`src/rtl/smb_pkg.sv`:
```
package smb_pkg;
  localparam int BYTE_W = 8;

  typedef enum logic [2:0] {
    ST_IDLE,
    ST_RX,
    ST_RXACK,
    ST_TX,
    ST_TXACK
  } smb_st_e;

  typedef enum logic [1:0] {
    PH_ADDR,
    PH_CMD,
    PH_BCNT,
    PH_DATA
  } smb_ph_e;

  // Power-up value of each register
  function automatic logic [BYTE_W-1:0] reg_dflt(input int idx);
    case (idx)
      0:       return 8'h07;
      1:       return 8'hFF;
      4:       return 8'h08;
      default: return 8'h00;
    endcase
  endfunction

  // Bits the host may change; everything else is reserved or read-only
  function automatic logic [BYTE_W-1:0] reg_wmask(input int idx);
    case (idx)
      0:       return 8'hC7;
      1, 2:    return 8'h66;
      default: return 8'h00;
    endcase
  endfunction
endpackage

```
`src/rtl/smb_sync.sv`:
```
module smb_sync #(
  parameter int SYNC_N = 2
) (
  input  logic clk,
  input  logic rst_n,
  input  logic scl_i,
  input  logic sda_i,
  output logic scl_s,
  output logic sda_s,
  output logic scl_rise,
  output logic scl_fall,
  output logic start_det,
  output logic stop_det
);
  logic [SYNC_N:0] scl_pipe;
  logic [SYNC_N:0] sda_pipe;
  logic            scl_p;
  logic            sda_p;

  always_ff @(posedge clk or negedge rst_n) begin
    if (!rst_n) begin
      scl_pipe <= '1;
      sda_pipe <= '1;
    end else begin
      scl_pipe <= {scl_pipe[SYNC_N-1:0], scl_i};
      sda_pipe <= {sda_pipe[SYNC_N-1:0], sda_i};
    end
  end

  assign scl_s     = scl_pipe[SYNC_N-1];
  assign sda_s     = sda_pipe[SYNC_N-1];
  assign scl_p     = scl_pipe[SYNC_N];
  assign sda_p     = sda_pipe[SYNC_N];
  assign scl_rise  = scl_s & ~scl_p;
  assign scl_fall  = ~scl_s & scl_p;
  assign start_det = scl_s & scl_p & sda_p & ~sda_s;
  assign stop_det  = scl_s & scl_p & ~sda_p & sda_s;
endmodule

```
`src/rtl/smb_regfile.sv`:
```
module smb_regfile
  import smb_pkg::*;
#(
  parameter int NREG = 6,
  parameter int AW   = 7
) (
  input  logic                   clk,
  input  logic                   rst_n,
  input  logic                   wr_en,
  input  logic [AW-1:0]          wr_addr,
  input  logic [BYTE_W-1:0]      wr_data,
  input  logic [AW-1:0]          rd_addr,
  output logic [BYTE_W-1:0]      rd_data,
  output logic [NREG*BYTE_W-1:0] reg_q
);
  logic [BYTE_W-1:0] q_r [NREG];

  for (genvar gi = 0; gi < NREG; gi++) begin : g_reg
    localparam logic [BYTE_W-1:0] DFLT = reg_dflt(gi);
    localparam logic [BYTE_W-1:0] WM   = reg_wmask(gi);
    logic              we;
    logic [BYTE_W-1:0] q_n;

    assign we  = wr_en && (wr_addr == AW'(gi));
    assign q_n = (q_r[gi] & ~WM) | (wr_data & WM);

    always_ff @(posedge clk or negedge rst_n) begin
      if (!rst_n)  q_r[gi] <= DFLT;
      else if (we) q_r[gi] <= q_n;
    end

    assign reg_q[gi*BYTE_W +: BYTE_W] = q_r[gi];

    AST_RSVD_HOLD: assert property (@(posedge clk) disable iff (!rst_n)
      wr_en |=> ((q_r[gi] & ~WM) == ($past(q_r[gi]) & ~WM)));
    AST_WR_OTHER_STABLE: assert property (@(posedge clk) disable iff (!rst_n)
      (wr_en && wr_addr != AW'(gi)) |=> $stable(q_r[gi]));
  end

  always_comb begin
    rd_data = '0;
    for (int i = 0; i < NREG; i++)
      if (rd_addr == AW'(i)) rd_data = q_r[i];
  end
endmodule

```
`src/rtl/smb_ctrl.sv`:
```
module smb_ctrl
  import smb_pkg::*;
#(
  parameter int           NREG     = 6,
  parameter int           AW       = 7,
  parameter logic [6:0]   DEV_ADDR = 7'h6E
) (
  input  logic              clk,
  input  logic              rst_n,
  input  logic              scl_s,
  input  logic              sda_s,
  input  logic              scl_rise,
  input  logic              scl_fall,
  input  logic              start_det,
  input  logic              stop_det,
  input  logic [BYTE_W-1:0] rd_data,
  output logic [AW-1:0]     rd_addr,
  output logic              wr_en,
  output logic [AW-1:0]     wr_addr,
  output logic [BYTE_W-1:0] wr_data,
  output logic              sda_oe
);
  localparam int CW = $clog2(BYTE_W + 1);
  localparam logic [CW-1:0] CNT_FULL = CW'(BYTE_W);
  localparam logic [CW-1:0] CNT_LAST = CW'(BYTE_W - 1);

  smb_st_e           st, st_n;
  smb_ph_e           ph, ph_n;
  logic [CW-1:0]     cnt, cnt_n;
  logic [BYTE_W-1:0] sh, sh_n;
  logic [BYTE_W-1:0] tx, tx_n;
  logic [AW-1:0]     ptr, ptr_n;
  logic              bc_pend, bc_n;
  logic              rdm, rdm_n;
  logic              mack, mack_n;
  logic              load;

  always_comb begin
    st_n   = st;
    ph_n   = ph;
    cnt_n  = cnt;
    sh_n   = sh;
    tx_n   = tx;
    ptr_n  = ptr;
    bc_n   = bc_pend;
    rdm_n  = rdm;
    mack_n = mack;
    wr_en  = 1'b0;
    load   = 1'b0;
    if (stop_det) begin
      st_n = ST_IDLE;
    end else if (start_det) begin
      st_n  = ST_RX;
      ph_n  = PH_ADDR;
      cnt_n = '0;
    end else begin
      case (st)
        ST_RX: begin
          if (scl_rise && cnt != CNT_FULL) begin
            sh_n  = {sh[BYTE_W-2:0], sda_s};
            cnt_n = cnt + 1'b1;
          end else if (scl_fall && cnt == CNT_FULL) begin
            cnt_n = '0;
            st_n  = ST_RXACK;
            unique case (ph)
              PH_ADDR: begin
                if (sh[7:1] != DEV_ADDR) st_n = ST_IDLE;
                else begin
                  rdm_n = sh[0];
                  ph_n  = PH_CMD;
                end
              end
              PH_CMD: begin
                bc_n  = ~sh[7];
                ptr_n = sh[7] ? sh[AW-1:0] : '0;
                ph_n  = sh[7] ? PH_DATA : PH_BCNT;
              end
              PH_BCNT: ph_n = PH_DATA;
              PH_DATA: begin
                wr_en = 1'b1;
                ptr_n = ptr + 1'b1;
              end
            endcase
          end
        end
        ST_RXACK: begin
          if (scl_fall) begin
            if (rdm) begin
              st_n = ST_TX;
              load = 1'b1;
            end else begin
              st_n = ST_RX;
            end
          end
        end
        ST_TX: begin
          if (scl_fall) begin
            if (cnt == CNT_LAST) begin
              st_n  = ST_TXACK;
              cnt_n = '0;
            end else begin
              tx_n  = {tx[BYTE_W-2:0], 1'b0};
              cnt_n = cnt + 1'b1;
            end
          end
        end
        ST_TXACK: begin
          if (scl_rise) mack_n = ~sda_s;
          else if (scl_fall) begin
            if (mack) begin
              st_n = ST_TX;
              load = 1'b1;
            end else begin
              st_n = ST_IDLE;
            end
          end
        end
        default: ;
      endcase
    end
    if (load) begin
      if (bc_pend) begin
        tx_n = BYTE_W'(NREG);
        bc_n = 1'b0;
      end else begin
        tx_n  = rd_data;
        ptr_n = ptr + 1'b1;
      end
    end
  end

  always_ff @(posedge clk or negedge rst_n) begin
    if (!rst_n) begin
      st      <= ST_IDLE;
      ph      <= PH_ADDR;
      cnt     <= '0;
      sh      <= '0;
      tx      <= '0;
      ptr     <= '0;
      bc_pend <= 1'b0;
      rdm     <= 1'b0;
      mack    <= 1'b0;
    end else begin
      st      <= st_n;
      ph      <= ph_n;
      cnt     <= cnt_n;
      sh      <= sh_n;
      tx      <= tx_n;
      ptr     <= ptr_n;
      bc_pend <= bc_n;
      rdm     <= rdm_n;
      mack    <= mack_n;
    end
  end

  assign rd_addr = ptr;
  assign wr_addr = ptr;
  assign wr_data = sh;
  assign sda_oe  = (st == ST_RXACK) | ((st == ST_TX) & ~tx[BYTE_W-1]);

  AST_STOP_IDLE: assert property (@(posedge clk) disable iff (!rst_n)
    stop_det |=> (st == ST_IDLE && !sda_oe));
  AST_START_ABORT: assert property (@(posedge clk) disable iff (!rst_n)
    (start_det && !stop_det) |=> (st == ST_RX && ph == PH_ADDR && cnt == '0));
  AST_SDA_SCL_LOW: assert property (@(posedge clk) disable iff (!rst_n)
    !$stable(sda_oe) |-> !scl_s);
  AST_NACK_RELEASE: assert property (@(posedge clk) disable iff (!rst_n)
    (st == ST_TXACK && scl_fall && !mack && !start_det && !stop_det) |=> (st == ST_IDLE && !sda_oe));
  AST_FOREIGN_NOACK: assert property (@(posedge clk) disable iff (!rst_n)
    (st == ST_RX && ph == PH_ADDR && cnt == CNT_FULL && scl_fall && !start_det && !stop_det
     && sh[7:1] != DEV_ADDR) |=> (st == ST_IDLE && !sda_oe));
endmodule

```
`src/rtl/smb_regbank.sv`:
```
module smb_regbank
  import smb_pkg::*;
#(
  parameter int         NREG     = 6,
  parameter int         SYNC_N   = 2,
  parameter logic [6:0] DEV_ADDR = 7'h6E
) (
  input  logic                   clk,
  input  logic                   rst_n,
  input  logic                   scl_i,
  input  logic                   sda_i,
  output logic                   sda_oe,
  output logic [NREG*BYTE_W-1:0] reg_q
);
  localparam int AW = 7;

  logic [1:0]        rst_pipe;
  logic              rst_int_n;
  logic              scl_s, sda_s, scl_rise, scl_fall, start_det, stop_det;
  logic              wr_en;
  logic [AW-1:0]     wr_addr, rd_addr;
  logic [BYTE_W-1:0] wr_data, rd_data;

  always_ff @(posedge clk or negedge rst_n) begin
    if (!rst_n) rst_pipe <= '0;
    else        rst_pipe <= {rst_pipe[0], 1'b1};
  end
  assign rst_int_n = rst_pipe[1];

  smb_sync #(.SYNC_N(SYNC_N)) u_sync (
    .clk(clk), .rst_n(rst_int_n), .scl_i(scl_i), .sda_i(sda_i),
    .scl_s(scl_s), .sda_s(sda_s), .scl_rise(scl_rise), .scl_fall(scl_fall),
    .start_det(start_det), .stop_det(stop_det)
  );

  smb_ctrl #(.NREG(NREG), .AW(AW), .DEV_ADDR(DEV_ADDR)) u_ctrl (
    .clk(clk), .rst_n(rst_int_n), .scl_s(scl_s), .sda_s(sda_s),
    .scl_rise(scl_rise), .scl_fall(scl_fall), .start_det(start_det),
    .stop_det(stop_det), .rd_data(rd_data), .rd_addr(rd_addr),
    .wr_en(wr_en), .wr_addr(wr_addr), .wr_data(wr_data), .sda_oe(sda_oe)
  );

  smb_regfile #(.NREG(NREG), .AW(AW)) u_regs (
    .clk(clk), .rst_n(rst_int_n), .wr_en(wr_en), .wr_addr(wr_addr),
    .wr_data(wr_data), .rd_addr(rd_addr), .rd_data(rd_data), .reg_q(reg_q)
  );
endmodule

```
`config.mk`:
```
export PLATFORM = sky130hd
export DESIGN_NAME = smb_regbank
export DESIGN_NICKNAME = d
export VERILOG_FILES = /design/src/rtl/smb_pkg.sv /design/src/rtl/smb_sync.sv /design/src/rtl/smb_regfile.sv /design/src/rtl/smb_ctrl.sv /design/src/rtl/smb_regbank.sv
export SDC_FILE = /design/constraint.sdc
export NUM_CORES = 1
export LEC_CHECK = 0
export BUFFER_PORTS_ARGS = -buffer_cell sky130_fd_sc_hd__buf_2
export CORE_UTILIZATION = 30
export CTS_CLUSTER_SIZE = 12
export DETAILED_ROUTE_END_ITERATION = 10
export GPL_TIMING_DRIVEN = 0
export PLACE_DENSITY = 0.59
export SLEW_MARGIN = 5
export SYNTH_ARGS = -nofsm -noshare
export SYNTH_HDL_FRONTEND = slang
export SYNTH_SLANG_ARGS = --single-unit
export TNS_END_PERCENT = 100
```
`constraint.sdc`:
```
create_clock -name clk -period 1.6 [get_ports clk]
set_input_delay 0.24 -clock clk [delete_from_list [all_inputs] [get_ports clk]]
set_output_delay 0.24 -clock clk [all_outputs]
set_load 0.02 [all_outputs]
```
==> run metrics, run 1 <==
Avg WL per Cell roughly 15 µm; chip width roughly 110 µm; critical path startpoint category flop; Critical Path RT around 1.9 ns; Largest delay share family, worst path compound AO/OA/AOI/OAI gates; worst setup path class flop to flop; Mapped Avg Cell Area about 9.9 µm²; Max Fclk 508.1 MHz; CP max-delay cell dfrtp_2; top cell type's share of synthesized area roughly 32%; count of final hold-check violations 0; sequential group share of total power about 56%; max_cap viols 0; Reg clk slew, reported paths about 0.10 ns; Switching Share between 20% and 30%; initial DRC count between 150 and 200; Logic pwr share 13.7%; drt total wl about 8800 µm; CTS tree built; Die Y-Extent between 100 and 150 µm; # diodes 0; Power Dens Cells between 500 and 600 nW/µm²; Hold WC Path Type input pin to async pin; CTS Buffer Depth 2; Initial Utilization slightly above 30%; met2 Use GR a little over a quarter; final count of pins violating max slew 0; peak supply drop about 0.0003 V; setup violators final 46; initial antenna violation count 0; flops & latches, synth between 50 and 60; ys async rst share 100.0%; RSZ-0062 raised after global routing true; share of layout cells above drive strength 1 54.83%; sequential share of the synthesized area 42.47%; Psw ~0.74 mW; most frequent cell after synthesis dfrtp_1; Critical Path AT between 2 and 2.5 ns; DRT antenna net count 0; Internal 1.999 mW; Num CTS Buffers 5; vias in the first global route roughly 2900; first-pass GRT wire length between 10000 and 15000 µm; Tmin final 1.968 ns; met3 Track Usage GR around 3.1%; GR peak layer met2; CP Cell Sequence nand3b_4 -> a2111oi_4 -> buf_4 -> buf_6 -> a31o_4 -> nor3b_2 -> a311o_1; Total GRT Usage approximately 15%; Slew HR between 50% and 60%; Synth cell types 63; die area roughly 12000 µm²; Setup crit end kind flop; outcome finished, violations left; row count 38; failing checks negative setup slack; DR pass1 iterations 4; Area Growth Syn to Fin 45.16%; fin nets about 460; largest net degree at the start of global routing 55; Clock Latency Late Sink between 0.3 and 0.4 ns; # IOs between 50 and 60; Bufs and invs on worst path 2; placer congestion estimate ~0.82; hold_ws between 0.2 and 0.25 ns; root buffer cell clkbuf_8; Commonest cells post-synth dfrtp_1, buf_4, mux2_2; floorplan core area 10840 µm²; part of the power in the clock network around 30%; IO Port Bufs 17; Synth warnings 0; Crit Path Max Fanout 5; synthesized area 3338 µm²; Final Cycle Share 123.0%; dominant cell type by area after synthesis dfrtp_1; Synth area leaders dfrtp_1, dfstp_2, buf_4, mux2_2, ha_1; number of flops mapped to enable cells by yosys 0; Post-route DRC 0; Top FF cell, synth dfrtp_1; clk sinks 56; Vias/cell slightly below 5; Worst-Margin Slew about 0.72 ns; Vias around 2900; leakage power ~2.2 nW; H-tree depth 2; post-route setup slack -0.3681 ns; grt met1 use approximately 18%; Final Core Density 44.70%; Gate Count Post-Synth between 300 and 400; HPWL after DPL approximately 5500 µm; clock skew between 0.007 and 0.008 ns; total gr overflow 0; Crit path largest cell delay approximately 0.47 ns
power by group through the flow:
stage | combinational [mW] | sequential (mW) | clock (mW)
after floorplan | 0.217 | 1.53 | 0
after global placement | 0.234 | 1.56 | 0
after detailed placement | 0.237 | 1.56 | 0
after CTS | 0.330 | 1.53 | 0.876
after global routing | 0.401 | 1.54 | 0.924
final | 0.374 | 1.53 | 0.830
final cells by class:
type                    instances  area (µm²)
clock inverters                 1       7.507
inverters                      14       52.55
clock buffers                   7       86.33
well taps                     140       175.2
flip-flops and latches         56        1431
plain buffers                  40       309.0
repair buffers                 71       569.3
multi-input cells             256        2215
fillers                       984        5995
routing by layer:
metal	vias to the layer above	part of all wire (%)	wire (µm)
li1	1364	-	-
met1	1405	42	3701
met2	87	51	4437
met3	19	4.7	416
met4	0	2.6	224
met5	-	0	0
path summary, 6_finish.rpt:
check	slack, ns	cells after the start	endpoint	startpoint
worst max-delay path	-0.37	7	u_ctrl.rd_addr[3]	u_ctrl.st[1]
worst min-delay path	0.22	2	rst_pipe[1]	rst_n
worst max register to register	-0.37	7	u_ctrl.rd_addr[3]	u_ctrl.st[1]
worst min register to register	0.36	0	u_sync.scl_pipe[1]	u_sync.scl_pipe[0]
max in group asynchronous	0.68	0	u_ctrl.rd_addr[1]	rst_pipe[1]
min in group clk	0.36	0	u_sync.scl_pipe[1]	u_sync.scl_pipe[0]
registers in the layout, indices dropped and copies added, names as in the netlist:
| register | cells |
|---|---|
| u_sync.sda_pipe | 3 |
| rst_pipe | 2 |
| u_ctrl.cnt | 4 |
| u_ctrl.mack | 1 |
| u_ctrl.ph | 2 |
| u_ctrl.rd_addr | 7 |
| u_ctrl.st | 3 |
| u_regs.reg_q | 13 |
| u_ctrl.bc_pend | 1 |
| u_ctrl.tx | 8 |
| u_sync.scl_pipe | 3 |
| u_ctrl.rdm | 1 |
| u_ctrl.wr_data | 8 |
per-stage QoR:
step	setup WS, ns	total power, mW	std cells	area [µm²]	TNS, ns
finish	-0.3681	2.735	585	4846	-8.994
global route	-0.4194	2.868	585	4846	-11.30
CTS	-0.3267	2.737	573	4521	-8.198
detailed placement	-0.4829	1.796	527	3890	-10.97
global placement	-0.4553	1.791	527	3890	-9.766
floorplan	-0.2392	1.747	370	3630	-3.897
worst reg2reg max path, stage by stage, from the launching register on:
cell and delay, ns:
dfrtp_2 0.47, nand3b_4 0.19, a2111oi_4 0.48, buf_4 0.20
buf_6 0.12, a31o_4 0.14, nor3b_2 0.18, a311o_1 0.13
what timing repair did:
item,in CTS,in global routing
resized for setup,69,55
hold buffers,3,0
endpoints found under the setup margin,39,40
hold endpoints to repair,4,0
gates cloned,2,0
pin swaps,32,21
setup buffers,36,15
cells by family after synthesis:
| kind of cell | synth area share, % |
|---|---|
| buffers and inverters | 10.61 |
| AOI/OAI and AO/OA | 16.12 |
| and+or+nand+nor | 18.22 |
| muxes | 8.358 |
| DFF | 42.47 |
| xor gates and xnor gates | 0.2624 |
| other | 0.2250 |
| adders and majority gates | 3.748 |
cell usage in the layout, fill, tap and decap left out, types with 7 or more instances in the layout:
cell type	instances
buf_6	20
o21ai_0	8
a21oi_1	10
mux2_2	10
conb_1	36
buf_4	69
buf_2	18
inv_1	9
dfrtp_2	8
mux2_4	13
nand2_1	11
nand3_1	12
dfstp_2	13
nor2_1	14
ha_4	7
dfrtp_1	34
a31oi_1	7
No activity file was read; power rests on OpenSTA's default activity.
==> run 2: changes to the inputs <==
- ABC_AREA: default -> 1
==> run 2 against run 1 <==
Effect of this change:
- the run still ends with negative setup slack left
- final cell count up 18%
- via count up 11%
- final area fell by 4.6%
- synthesized cell count up 37%
- clock skew increased by 0.0010 ns
- utilization decreased by 2.8 points
- wire length down 1.6%
- first-iteration DRC count up 60%
- critical path depth increased by 2
- sequential share of layout area is 1.3 points higher
- clock-buffer cell count shrank 2
- largest cell class unchanged
==> run metrics, run 2 <==
Compound-Gate Fraction of Synth Area between 10 and 15%; footprint of the multi-input gates roughly 2000 µm²; total gr overflow 0; top cell type's share of synthesized area a little under a third; Commonest cells post-synth nand2_1, inv_1, o21ai_0; Fillers between 1000 and 1500; Fin Setup TNS -0.08898 ns; Power Dens Cells roughly 670 nW/µm²; dominant cell type by area after synthesis dfrtp_1; post-route setup slack -0.03319 ns; setup slack, reg-to-reg -0.03 ns; # IOs 53; wire length on met1 about 3800 µm; Avg WL per Cell ~12 µm; most common cell after layout, fill and taps aside nand2_1; Num CTS Buffers 5; placer congestion estimate 0.8659; Max Used Layer met4; Crit Path Max Fanout 6; die area approximately 12000 µm²; Critical Path AT roughly 1.8 ns; largest family of logic cells by synthesized area simple AND/OR/NAND/NOR gates; CTS Buffer Depth 2; Vias ~3200; part of the power in the clock network 36.9%; largest net degree at the start of global routing between 50 and 60; critical path startpoint category flop; H-tree depth 2; Die Y-Extent 109.2 µm; Worst-Margin Slew roughly 0.72 ns; Setup crit end kind flop; Synth cell types 32; root buffer cell clkbuf_16; number of flops mapped to enable cells by yosys 0; Mapped Avg Cell Area between 7 and 8 µm²; DR pass1 iterations 4; Area Growth Syn to Fin 34.03%; chip width between 100 and 150 µm; sequential share of the synthesized area slightly above 40%; Finished Cell Area 4622 µm²; share of layout cells above drive strength 1 a little over a third; DRT antenna net count 0; HPWL after DPL 5583 µm; ys async rst share 100.0%; setup violators final 5; Routed met2 length ~4000 µm; flops & latches, synth 56; Final Core Density a little over two fifths; Max Fclk roughly 610 MHz; RSZ-0062 raised after global routing true; met3 wire length around 530 µm; Top FF cell, synth dfrtp_1; Logic pwr share a little over an eighth; Hold WC Path Type input pin to flop; Slew HR about 52%; peak supply drop roughly 0.00065 V; synthesized area 3448 µm²; Total GRT Usage between 10% and 20%; Synth warnings 0; Reg area approximately 1400 µm²; row count 38; IO Port Bufs 17; Post-route DRC 0; clock skew 0.008928 ns; initial antenna violation count 0; Critical Path RT around 1.8 ns; first-pass GRT wire length ~14000 µm; failing checks negative setup slack; final count of pins violating max slew 0; Gate Count Post-Synth roughly 460; Post-Synth XOR/XNOR Area less than 1%; fin nets roughly 570; simple-gate portion of the synthesized area between 20% and 30%; initial DRC count 273; Vias/cell approximately 4.6; outcome finished, violations left; Adder-Cell Fraction of Synth Area under 10%; sequential group share of total power between 40% and 50%; clk sinks 56; most frequent cell after synthesis nand2_1; drt total wl 8638 µm; Clock Latency Late Sink 0.30 ns; # diodes 0; Psw approximately 0.85 mW; Internal ~2.2 mW; max_cap viols 0; CTS tree built; Tmin final between 1.5 and 2 ns; Initial Utilization a little under a third; Largest register FFs 13; floorplan core area around 11000 µm²; Post-DP Area 3837 µm²; Synth area leaders dfrtp_1, nand2_1, dfstp_2, buf_4, o21ai_0; worst setup path class flop to flop; most frequent cells in the layout nand2_1, buf_4, dfrtp_1, inv_1, conb_1; vias in the first global route approximately 2800; Switching Share between 20 and 30%; Reg clk slew, reported paths about 0.08 ns; leakage power around 2.3 nW; mux share of post-synthesis cell area 0%; Final Cycle Share 102.1%; count of final hold-check violations 0
run 2: changes by cell type after synthesis, sizes merged, moves of 4 or more:
cell	change
clkbuf	-4
nand3b	-6
a21o	-4
mux2	-23
o21ai	+32
a31oi	-7
inv	+43
nand3	+25
nor2	+21
and3	-5
nand2b	-8
o41ai	-4
nand2	+106
run 2: power by group through the flow:
stage / combinational, mW / sequential [mW] / clock, mW
2_1_floorplan: 0.257 / 1.54 / 0
3_3_place_gp: 0.294 / 1.55 / 0
3_5_place_dp: 0.298 / 1.55 / 0
4_1_cts: 0.352 / 1.53 / 1.17
5_1_grt: 0.467 / 1.54 / 1.21
6_report: 0.423 / 1.53 / 1.14
run 2: worst max-delay path, stage by stage, from the launching register on:
cell and delay (ns):
dfstp_2 0.57, inv_2 0.05, nor2_4 0.09, nand2_2 0.07, o21ai_4 0.21, nand2_2 0.10, buf_6 0.15, or2_0 0.19
nand2_1 0.06, inv_1 0.03
run 2: cell families after synthesis:
kind of cell	count (synthesis)
compound gates	74
xor+xnor	2
fa+ha+maj	10
buf+inv	96
flops	56
other cells	2
simple gates	221
run 2: final timing paths:
check / endpoint / cells past startpoint / from
max reg2reg: u_ctrl.rd_addr[1] / 9 / u_sync.scl_pipe[2]
min reg2reg: u_sync.sda_pipe[1] / 0 / u_sync.sda_pipe[0]
min: u_sync.sda_pipe[0] / 1 / sda_i
min in group asynchronous: rst_pipe[1] / 2 / rst_n
max in group asynchronous: u_ctrl.rd_addr[0] / 0 / rst_pipe[1]
max: u_ctrl.rd_addr[1] / 9 / u_sync.scl_pipe[2]
run 2: repair_timing:
item	CTS	global route
hold buffers	1	0
setup buffers	16	12
setup endpoints to repair	38	46
hold endpoints to repair	2	0
pin swaps	14	24
gates cloned	2	1
resized for setup	47	76
run 2: per-layer routing:
layer	global-route usage, %	up-vias
met2	24.48	102
met3	2.570	17
met1	19.21	1472
met4	6.286	0
li1	-	1591
met5	0	-
run 2: per-stage QoR:
step | power [mW] | hold slack (ns) | worst slack [ns] | std cells
final | 3.088 | 0.03773 | -0.03319 | 692
after global routing | 3.212 | 0.02821 | -0.1233 | 692
after CTS | 3.044 | 0.03256 | -0.03741 | 679
after detailed placement | 1.852 | 0.02741 | -0.1781 | 652
after global placement | 1.847 | 0.02550 | -0.1424 | 652
after floorplan | 1.795 | -0.05559 | 0.07947 | 495
run 2: cell type report:
class                   count  share of cell area (%)
well taps                 140                   3.790
repair buffers             46                   7.120
flip-flops and latches     56                   30.81
clock inverters             3                  0.5685
plain buffers              39                   6.524
clock buffers               5                   2.707
multi-input cells         346                   43.48
inverters                  57                   5.008
